**config.mk**
```make
export PLATFORM = sky130hd
export DESIGN_NAME = gpio_port_ctrl
export DESIGN_NICKNAME = d
export VERILOG_FILES = /design/src/rtl/gpio_port_pkg.sv /design/src/rtl/gpio_in_sync.sv /design/src/rtl/gpio_regfile.sv /design/src/rtl/gpio_pad_ctrl.sv /design/src/rtl/gpio_port_ctrl.sv
export SDC_FILE = /design/constraint.sdc
export NUM_CORES = 1
export LEC_CHECK = 0
export CORE_MARGIN = 3
export CORE_UTILIZATION = 47
export CTS_CLUSTER_SIZE = 28
export DETAILED_ROUTE_END_ITERATION = 10
export GPL_ROUTABILITY_DRIVEN = 1
export GPL_TIMING_DRIVEN = 0
export PLACE_DENSITY = 0.83
export SYNTH_ARGS = -nofsm -noshare
export SYNTH_HDL_FRONTEND = slang
export SYNTH_HIERARCHICAL = 1
export SYNTH_SLANG_ARGS = --single-unit
```
**constraint.sdc**
```tcl
create_clock -name clk -period 2.1 [get_ports clk]
set_clock_uncertainty 0.15 [all_clocks]
set_input_delay 0.42 -clock clk [delete_from_list [all_inputs] [get_ports clk]]
set_output_delay 0.42 -clock clk [all_outputs]
set_load 0.05 [all_outputs]
```
**src/rtl/gpio_port_pkg.sv**
```systemverilog
package gpio_port_pkg;
   localparam int unsigned REG_ADDR_W = 2;

   typedef enum logic [REG_ADDR_W-1:0] {
      RA_PINS   = 2'd0,
      RA_LATCH  = 2'd1,
      RA_DIR    = 2'd2,
      RA_PUCTRL = 2'd3
   } reg_addr_e;

   function automatic logic is_latch_write(input logic [REG_ADDR_W-1:0] a);
      return (a == RA_PINS) || (a == RA_LATCH);
   endfunction
endpackage

```
**src/rtl/gpio_in_sync.sv**
```systemverilog
module gpio_in_sync #(
   parameter int unsigned WIDTH  = 8,
   parameter int unsigned STAGES = 2
) (
   input  logic             clk,
   input  logic             rst_n,
   input  logic [WIDTH-1:0] din,
   output logic [WIDTH-1:0] dout
);
   localparam int unsigned AGE_W = $clog2(STAGES + 1) + 1;

   if (STAGES < 2 || STAGES > 4) begin : g_bad_stages
      $error("gpio_in_sync: STAGES must be 2..4");
   end

   logic [WIDTH-1:0] chain_q [STAGES];

   for (genvar s = 0; s < STAGES; s++) begin : g_stage
      if (s == 0) begin : g_first
         always_ff @(posedge clk or negedge rst_n) begin
            if (!rst_n) chain_q[s] <= '0;
            else        chain_q[s] <= din;
         end
      end else begin : g_next
         always_ff @(posedge clk or negedge rst_n) begin
            if (!rst_n) chain_q[s] <= '0;
            else        chain_q[s] <= chain_q[s-1];
         end
      end
   end

   assign dout = chain_q[STAGES-1];

   // cycles since reset, saturating, for the latency check
   logic [AGE_W-1:0] age_q;
   always_ff @(posedge clk or negedge rst_n) begin
      if (!rst_n)                   age_q <= '0;
      else if (age_q < AGE_W'(STAGES)) age_q <= age_q + 1'b1;
   end

   AST_SYNC_LATENCY: assert property (@(posedge clk) disable iff (!rst_n)
      (age_q == AGE_W'(STAGES)) |-> (dout == $past(din, STAGES)));
endmodule

```
**src/rtl/gpio_regfile.sv**
```systemverilog
module gpio_regfile
   import gpio_port_pkg::*;
#(
   parameter int unsigned WIDTH = 8
) (
   input  logic                  clk,
   input  logic                  rst_n,
   input  logic                  we,
   input  logic [REG_ADDR_W-1:0] addr,
   input  logic [WIDTH-1:0]      wdata,
   output logic [WIDTH-1:0]      dir_q,
   output logic [WIDTH-1:0]      lat_q,
   output logic                  pu_n_q
);
   if (WIDTH < 1 || WIDTH > 32) begin : g_bad_width
      $error("gpio_regfile: WIDTH must be 1..32");
   end

   logic lat_we, dir_we, pu_we;

   always_comb begin
      lat_we = we && is_latch_write(addr);
      dir_we = we && (addr == RA_DIR);
      pu_we  = we && (addr == RA_PUCTRL);
   end

   always_ff @(posedge clk or negedge rst_n) begin
      if (!rst_n)      lat_q <= '0;
      else if (lat_we) lat_q <= wdata;
   end

   always_ff @(posedge clk or negedge rst_n) begin
      if (!rst_n)      dir_q <= '1;
      else if (dir_we) dir_q <= wdata;
   end

   always_ff @(posedge clk or negedge rst_n) begin
      if (!rst_n)     pu_n_q <= 1'b1;
      else if (pu_we) pu_n_q <= wdata[0];
   end

   AST_LATCH_LOAD: assert property (@(posedge clk) disable iff (!rst_n)
      (we && (addr == RA_PINS || addr == RA_LATCH)) |=> (lat_q == $past(wdata)));
   AST_LATCH_ALIAS: assert property (@(posedge clk) disable iff (!rst_n)
      (we && addr == RA_LATCH) |=> (lat_q == $past(wdata)));
   AST_IDLE_HOLD: assert property (@(posedge clk) disable iff (!rst_n)
      !we |=> ($stable(lat_q) && $stable(dir_q) && $stable(pu_n_q)));
endmodule

```
**src/rtl/gpio_pad_ctrl.sv**
```systemverilog
module gpio_pad_ctrl #(
   parameter int unsigned WIDTH         = 8,
   parameter bit          ZERO_IDLE_OUT = 1'b0
) (
   input  logic [WIDTH-1:0] dir,
   input  logic [WIDTH-1:0] lat,
   input  logic             pu_n,
   output logic [WIDTH-1:0] pad_out,
   output logic [WIDTH-1:0] pad_oe,
   output logic [WIDTH-1:0] pad_pu
);
   for (genvar i = 0; i < WIDTH; i++) begin : g_pin
      assign pad_oe[i] = ~dir[i];
      assign pad_pu[i] = ~pu_n & dir[i];
      if (ZERO_IDLE_OUT) begin : g_gated
         assign pad_out[i] = lat[i] & ~dir[i];
      end else begin : g_plain
         assign pad_out[i] = lat[i];
      end
   end
endmodule

```
**src/rtl/gpio_port_ctrl.sv**
```systemverilog
module gpio_port_ctrl
   import gpio_port_pkg::*;
#(
   parameter int unsigned WIDTH       = 8,
   parameter int unsigned SYNC_STAGES = 2
) (
   input  logic                  clk,
   input  logic                  rst_n,
   input  logic [REG_ADDR_W-1:0] bus_addr,
   input  logic                  bus_we,
   input  logic [WIDTH-1:0]      bus_wdata,
   output logic [WIDTH-1:0]      bus_rdata,
   input  logic [WIDTH-1:0]      pin_in,
   output logic [WIDTH-1:0]      pin_out,
   output logic [WIDTH-1:0]      pin_oe,
   output logic [WIDTH-1:0]      pin_pu
);
   logic [WIDTH-1:0] dir_q, lat_q, pins_sync;
   logic             pu_n_q;

   gpio_regfile #(.WIDTH(WIDTH)) u_regs (
      .clk(clk), .rst_n(rst_n), .we(bus_we), .addr(bus_addr),
      .wdata(bus_wdata), .dir_q(dir_q), .lat_q(lat_q), .pu_n_q(pu_n_q)
   );

   gpio_in_sync #(.WIDTH(WIDTH), .STAGES(SYNC_STAGES)) u_sync (
      .clk(clk), .rst_n(rst_n), .din(pin_in), .dout(pins_sync)
   );

   gpio_pad_ctrl #(.WIDTH(WIDTH), .ZERO_IDLE_OUT(1'b0)) u_pads (
      .dir(dir_q), .lat(lat_q), .pu_n(pu_n_q),
      .pad_out(pin_out), .pad_oe(pin_oe), .pad_pu(pin_pu)
   );

   always_comb begin
      bus_rdata = '0;
      unique case (bus_addr)
         RA_PINS:   bus_rdata = pins_sync;
         RA_LATCH:  bus_rdata = lat_q;
         RA_DIR:    bus_rdata = dir_q;
         RA_PUCTRL: bus_rdata[0] = pu_n_q;
         default:   bus_rdata = '0;
      endcase
   end

   AST_PU_NOT_ON_OUTPUT: assert property (@(posedge clk) disable iff (!rst_n)
      (pin_pu & pin_oe) == '0);
   AST_CTRL_UPPER_ZERO: assert property (@(posedge clk) disable iff (!rst_n)
      (bus_addr == RA_PUCTRL) |-> (bus_rdata[WIDTH-1:1] == '0));
   AST_PU_FOLLOWS_CTRL: assert property (@(posedge clk) disable iff (!rst_n)
      pu_n_q |-> (pin_pu == '0));
endmodule

```
* Word level (Yosys, flattened, before mapping)
Index checks and enable logic that the tools add are counted. W data, S select, Z words.
Cells by class: bitwise logic cells 17, muxes and demuxes 2, reduce and logical (&&, ||, !) cells 5, equality and inequality tests 3
Operators by type and width (count):
- $pmux W7 S3 | 1
- $not A1 Y1 | 9
- $and A1 B1 Y1 | 8
- $eq A2 B2 Y1 const B | 2
- $pmux W1 S4 | 1
- $logic_and A1 B1 Y1 | 3
- $eq A2 B1 Y1 const B | 1
- $logic_not A2 Y1 | 1
- $logic_or A1 B1 Y1 | 1
Storage, ports and cells: input bits 21, output and inout port bits 32, bits in registers 33

* Logic depth before layout (Yosys ltp)
Gate-level depths: netlist of the first run.
depth after elaboration 3, depth in mapped cells 4

* By module
Netlist of the first run, hierarchy kept.
Modules (own cells, without submodules):
- gpio_regfile | instances 1, area an instance 700.7 sq um, seq. area each 436.7 sq um, cells each 38
- gpio_in_sync | instances 1, area an instance 460.4 sq um, seq. area each 400.4 sq um, cells each 24
- gpio_port_ctrl | instances 1, area an instance 181.4 sq um, seq. area each 0.0 sq um, cells each 19
- gpio_pad_ctrl | instances 1, area an instance 140.1 sq um, seq. area each 0.0 sq um, cells each 24

* Worst setup path before layout of the first run
Ideal clock, no wire load.
path kind input port to output port, from input port bus_addr[0], to output port bus_rdata[1], required time 1.530 ns, path buffers 1, setup slack 0.093 ns, cell stages on the path 3, data arrival time 1.437 ns, path through buf_6 > mux2i_1 > o2bb2ai_1
On the way: cells in the longest elaborated chain, start to end 2, elaborated cells between the ends (all ways) 4, those cells by class eq/ne: 2; mux: 1; reduce/logical: 1
RTL lines:
- start: declaration | line gpio_port_ctrl.sv:9 | input logic [REG_ADDR_W-1:0] bus_addr,
- $eq A2 B2 Y1 (tied with other cells) | line gpio_port_ctrl.sv:37 | unique case (bus_addr)
- $pmux W7 S3 (*) | line gpio_port_ctrl.sv:37
- end: declaration | line gpio_port_ctrl.sv:12 | output logic [WIDTH-1:0] bus_rdata,
Every way passes the cells marked *; elsewhere a longest branch is shown, timed or not.

* Final worst setup path of the first run
from register u_regs.pu_n_q, to output port bus_rdata[0]
On the way: cells in the longest elaborated chain, start to end 1
RTL lines:
- start: declaration | line gpio_regfile.sv:13 | output logic pu_n_q
- start signal: assignment | line gpio_regfile.sv:39 | else if (pu_we) pu_n_q <= wdata[0];
- $pmux W1 S4 | line gpio_port_ctrl.sv:37
Every way passes these cells.

==> results of run 1 <==
[metrics by stage]
| step | util, % | instances | TNS (ps) | setup WS [ps] | hold slack (ps) |
|---|---|---|---|---|---|
| after floorplan | - | 105 | 0 | 93.3 | -25.6 |
| after global placement | 71.5 | 199 | -10580 | -1020 | 181 |
| after detailed placement | 71.5 | 199 | -11770 | -1050 | 187 |
| after CTS | 73.7 | 209 | 0 | 1.93 | 207 |
| after global routing | 74.3 | 211 | 0 | 4.18 | 24.9 |
| final | 74.3 | 211 | 0 | 75.6 | -19.7 |
[state kept, by name, indices dropped and copies added (netlist names)]
name,count
u_regs/lat_q,8
u_sync/chain_q,8
u_regs/pu_n_q,1
u_regs/dir_q,8
u_sync/dout,8
[worst max-delay path, cell delays in order (launching register included)]
cell	delay, ps
dfstp_2	690
mux4_2	290
buf_6	150
[metal layers]
layer | track usage [%] | wire [µm]
met1 | 19.4 | 1270
met2 | 29.6 | 1560
met3 | 5.41 | 220
met4 | 7.46 | 40
met5 | 0 | 0
[path summary, 6_finish.rpt]
path,from,cells past startpoint,slack (ps),end
setup / recovery,u_regs/pu_n_q$_DFFE_PN1P_,2,80,bus_rdata[0]
hold / removal,rst_n,1,-20,u_sync/chain_q[14]$_DFF_PN0_
setup reg to reg,u_regs/pu_n_q$_DFFE_PN1P_,1,1020,u_regs/pu_n_q$_DFFE_PN1P_
hold reg to reg,u_sync/chain_q[10]$_DFF_PN0_,0,210,u_sync/dout[2]$_DFF_PN0_
max in group asynchronous,rst_n,1,1360,u_regs/lat_q[5]$_DFFE_PN0P_
min in group clk,u_sync/chain_q[10]$_DFF_PN0_,0,210,u_sync/dout[2]$_DFF_PN0_
[layout make-up]
class,count,area [µm²]
Tap cell,42,52.6
Inverter,8,30.0
Fill cell,202,739
Sequential cell,33,837
Timing Repair Buffer,56,528
Buffer,20,161
Multi-Input combinational cell,44,469
Clock buffer,8,58.8
[cell families after synthesis]
logic type | Yosys count | share of synthesized area [%]
AOI/OAI and AO/OA | 7 | 4.14
DFF | 33 | 56.5
buffers and inverters | 28 | 12.3
muxes | 25 | 21.2
and+or+nand+nor | 12 | 5.91
[power by group through the flow]
stage               registers (W)  clock network, W  logic (W)
floorplan                0.000785                 0   0.000574
global placement         0.000803                 0   0.000832
global route             0.000811          0.000402   0.000830
finish                   0.000798          0.000361   0.000796
detailed placement       0.000809                 0   0.000843
CTS                      0.000798          0.000371   0.000797
[repair_timing]
item / in CTS / in global routing
setup buffers: 2 / 2
endpoints found under the setup margin: 32 / 4
gates resized for setup: 95 / 4
pin swaps: 0 / 1
[cells in the final DEF (no fill, tap or decap)]
cell type	n
buf_2	1
buf_12	1
clkbuf_1	2
buf_4	27
nand2b_1	1
clkbuf_2	1
clkdlybuf4s50_1	17
inv_1	8
o2bb2ai_1	6
mux2_2	9
nand3_1	1
nor2b_1	9
mux2_4	8
mux2i_1	7
dfrtp_1	24
mux4_2	1
clkbuf_4	5
clkdlybuf4s15_2	9
buf_6	4
nand3b_4	1
dlygate4sd2_1	16
clkbuf_8	1
dfstp_2	9
o2bb2ai_2	1
==> reports/qor.yml, run 1 <==
floorplan:
  die-area_um2: 3860
  die_w_um: 62.2
  num_rows: 19
  die_y_um: 62.2
  core_um2: 2880
  io_pins: 53
  initial_utilization_pct: 51.5
synth:
  synth_common_cells: "dfrtp_1, buf_4, dfstp_2, mux2_2, nor2b_1"
  synth-edff-count: 0
  yosys.area.top_type_share_pct: 40.5
  synth_most_common_cell: "dfrtp_1"
  syn_inst: 105
  synth_ff_type: "dfrtp_1"
  yosys_warnings: 6
  async_reset_ff_share_pct: 100
  synth_area_leader_cell: "dfrtp_1"
  synthDistinctLibCells: 15
  ys_ff_latch: 33
  syn_nets: 126
  ys_seq_area_share_pct: 56.5
  syn_avg_cell_area_um2: 14.1
  synthTopCellsByArea: "dfrtp_1, dfstp_2, buf_4"
  syn_area_um2: 1480
clock_tree:
  cts_root_buf: "clkbuf_4"
  clock_latency_ps: 330
  clk_pin_slew_worst_paths_ps: 100
  cts_max_level: 2
  cts-hold-fix-buffers: 0
  cts_buffer_depth: 2
  cts_tree: "yes"
  cts_buffers: 5
  clock-sinks: 33
pwr:
  leakagePower_nw: 1.02
  power_density_nw_per_um2: 915
  total_power_w: 0.00196
  comb_power_share_pct: 40.7
  p_sw_w: 0.000762
  power.share.switching_pct: 39.0
  intPower_w: 0.00119
  clkPwrFrac_pct: 18.5
  seqPwrFrac_pct: 40.8
  peakVddDrop_v: 0.000576
sta:
  hold_viol_final: 24
  max_freq_mhz: 494
  drv_slew: 0
  worst_pin_slew_ps: 704
  rsz0062_at_grt: "no"
  finalSetupViolCount: 0
  min_period_ps: 2020
  holdWs_ps: -19.7
  slew_headroom_pct: 53.0
  min_period_over_period_pct: 96.4
detailed_routing:
  initialDrtViolationCount: 14
  final_antenna_net_count: 0
  dr.pass1.iters: 3
  drt-total-wl_mm: 3.09
  drc_errors: 0
  wire_per_inst_um: 14.7
  vias: 988
  viasPerCell: 4.68
critical_path:
  critPathLaunchType: "flop"
  cp_max_fo: 10
  critPathArrivalTime_ps: 1450
  cp.required_ps: 1530
  critPathCaptureType: "output port"
  critical_path_class: "flop to output port"
grt:
  grt_start_max_net_pins: 34
  antenna_found_initial: 0
  grt_use_total_pct: 17.1
  grt_pass1_wl_mm: 5.06
  gr-total-overflow: 0
  grt_pass1_vias: 1034
place:
  numPortBuffers: 52
  place.gp.congestion: 0.723
  place_area_um2: 2060
  dp_hpwl_mm: 2.21
final_layout:
  nets: 189
  stdcell_area_um2: 2140
  syn_to_final_growth_pct: 44.1
  diodes: 0
  drive_above_1_share_pct: 46.2
run_status:
  violations: "negative hold slack"
  status: "complete, but fails checks"
run:
  cap_viol_max_count: 0
worst_hold_path:
  hp-class: "primary input to async pin"
Note: power is estimated with default switching activity, not from simulation.
==> run 2, diff against run 1 <==
GPL_TIMING_DRIVEN = unset   (was 0)
HOLD_SLACK_MARGIN = 0.02   (was unset)
==> reports/qor.yml, run 2 (synthesis gave the netlist of run 1 again) <==
pwr:
  peakVddDrop_v: 0.000542  # -5.9%
  p_sw_w: 0.000770  # +1.0%
  clkPwrFrac_pct: 15.8  # -2.7 points
  leakagePower_nw: 1.02  # about the same
  power_density_nw_per_um2: 928  # +1.4%
  seqPwrFrac_pct: 39.5  # -1.3 points
  intPower_w: 0.00125  # +4.6%
  comb_power_share_pct: 44.7  # +4.0 points
  power.share.switching_pct: 38.1  # -0.82 points
clock_tree:
  cts_max_level: 2  # unchanged
  cts_buffers: 5  # unchanged
  clock-sinks: 33  # unchanged
  clock_latency_ps: 320  # about the same
  cts_root_buf: "clkbuf_4"
  clk_pin_slew_worst_paths_ps: 80  # -20 ps
  cts_tree: "yes"
  cts_buffer_depth: 2  # unchanged
floorplan:
  die_w_um: 62.2  # unchanged
  die_y_um: 62.2  # unchanged
  num_rows: 19  # unchanged
  initial_utilization_pct: 51.5  # unchanged
  die-area_um2: 3860  # unchanged
  io_pins: 53  # unchanged
  core_um2: 2880  # unchanged
worst_hold_path:
  holdPathEnd: "u_sync/dout[4]$_DFF_PN0_"
  hold_path_startpoint: "u_sync/chain_q[12]$_DFF_PN0_"
  hold-path-cell-count: 0
  hp-class: "flop to flop"
sta:
  drv_slew: 0  # unchanged
  worst_pin_slew_ps: 500  # -204 ps
  slew_headroom_pct: 66.6  # +14 points
  hold_viol_final: 0  # -100%
  min_period_ps: 2010  # -9.43 ps
  tns_ps: 0  # unchanged
  finalSetupViolCount: 0  # unchanged
  min_period_over_period_pct: 96.0  # -0.45 points
  rsz0062_at_grt: "no"
  max_freq_mhz: 496  # +0.47%
grt:
  antenna_found_initial: 0  # unchanged
  grt_pass1_wl_mm: 5.20  # +2.9%
  gr-total-overflow: 0  # unchanged
  grt_use_total_pct: 17.8  # +0.67 points
  grt_pass1_vias: 1050  # +1.5%
  grt_start_max_net_pins: 34  # unchanged
critical_path:
  cp.required_ps: 1530  # about the same
  slowest_stage: "bufbuf_16"
  regToRegStartpoint: "u_regs/pu_n_q$_DFFE_PN1P_"
  critical_path_class: "primary input to output port"
  critPathArrivalTime_ps: 1440  # about the same
  critPathLaunchType: "primary input"
  critPathCaptureType: "output port"
  cp_slowest_stage_delay_ps: 300  # -390 ps
  rrSetupSlack_ps: 1030  # about the same
  cp_max_fo: 4  # -6
  r2r_end: "u_regs/pu_n_q$_DFFE_PN1P_"
  cp_cell_sequence: "dlygate4sd2_1 > nor2b_4 > buf_4 > o2bb2ai_1 > bufbuf_16"
  reg2reg_depth: 1  # unchanged
final_layout:
  fillers: 197  # -2.5%
  syn_to_final_growth_pct: 46.7
  drive_above_1_share_pct: 41.3  # -4.9 points
  multi_input_area_um2: 470  # +0.27%
  layout_commonest_cell: "dfrtp_1"
  final_cells: 197  # -6.6%
  nets: 175  # -7.4%
  final_cell_mix: "dfrtp_1, clkdlybuf4s50_1, buf_12, buf_4, dlygate4sd2_1"
  seq_area_um2: 837  # unchanged
  diodes: 0  # unchanged
  fin_util_pct: 75.6  # +1.3 points
detailed_routing:
  dr.pass1.iters: 4  # +1
  viasPerCell: 4.69  # +0.17%
  initialDrtViolationCount: 53  # +39
  vias: 924  # -6.5%
  wire_per_inst_um: 15.9  # +8.4%
  final_antenna_net_count: 0  # unchanged
  drt-total-wl_mm: 3.13  # +1.2%
  drc_errors: 0  # unchanged
place:
  place.gp.congestion: 0.779  # +7.7%
  dp_hpwl_mm: 2.41  # +9.1%
  dp_cells: 189  # -5.0%
  numPortBuffers: 52  # unchanged
run_status:
  status: "completed"
run:
  cap_viol_max_count: 0  # unchanged
## run 2: cell count changes in the layout (fill, tap and decap cells not counted), sizes merged
cell / before / now
clkbuf: 9 / 8
clkdlybuf4s50: 17 / 18
dlygate4sd2: 16 / 13
dlymetal6s2s: 0 / 1
buf: 33 / 28
bufbuf: 0 / 1
clkdlybuf4s15: 9 / 1
## run 2: worst max-delay path by stage
stage	from	endpoint	slack (ps)	cells after the start
after floorplan	bus_addr[0]	bus_rdata[1]	90	3
after global placement	bus_addr[0]	bus_rdata[0]	-200	3
after detailed placement	bus_addr[0]	bus_rdata[0]	-200	3
after CTS	u_regs/lat_q[2]$_DFFE_PN0P_	pin_out[2]	2	1
after global routing	u_regs/pu_n_q$_DFFE_PN1P_	bus_rdata[0]	20	2
final	bus_addr[1]	bus_rdata[7]	90	5
## run 2: layout make-up
class                           count  share of cell area [%]
Sequential cell                    33                    38.5
Timing Repair Buffer               62                    33.8
Multi-Input combinational cell     44                    21.6
Tap cell                           42                    2.42
Clock buffer                        8                    2.24
Inverter                            8                    1.38
## run 2: critical path: cells and delay by family
family / cells / cell delay [ps]
compound gates: 1 / 130
buf+inv: 3 / 710
simple gates: 1 / 180
## run 2: power by group through the flow
stage               clock network (W)  logic [W]  registers (W)
floorplan                           0   0.000574       0.000785
global placement                    0   0.000917       0.000803
detailed placement                  0   0.000931       0.000811
CTS                          0.000332   0.000911       0.000799
global route                 0.000356   0.000937       0.000809
finish                       0.000319   0.000902       0.000797
## run 2: what timing repair did
action                                  in CTS  in global routing
buffers inserted                             0                  0
gates resized for setup                     19                  1
hold buffers                                 0                  0
endpoints found under the setup margin      20                  1
## run 2: through the flow
stage / setup slack, ps / hold slack (ps) / power [W] / cell area [µm²]
3_5_place_dp: -199 / 186 / 0.00174 / 2120
6_report: 85.0 / 205 / 0.00202 / 2170
5_1_grt: 16.4 / 219 / 0.00210 / 2170
3_3_place_gp: -199 / 184 / 0.00172 / 2120
4_1_cts: 2.42 / 207 / 0.00204 / 2170
2_1_floorplan: 93.3 / -25.6 / 0.00136 / 1480
## run 2: metal layers
metal	wire length (µm)	vias to the layer above	share of wire, %	track usage [%]
met3	244	2	7.8	8.29
met2	1680	40	54	31.9
met5	0	-	0	0
met4	13	0	0.42	4.97
met1	1200	452	38	18.6
li1	-	430	-	-
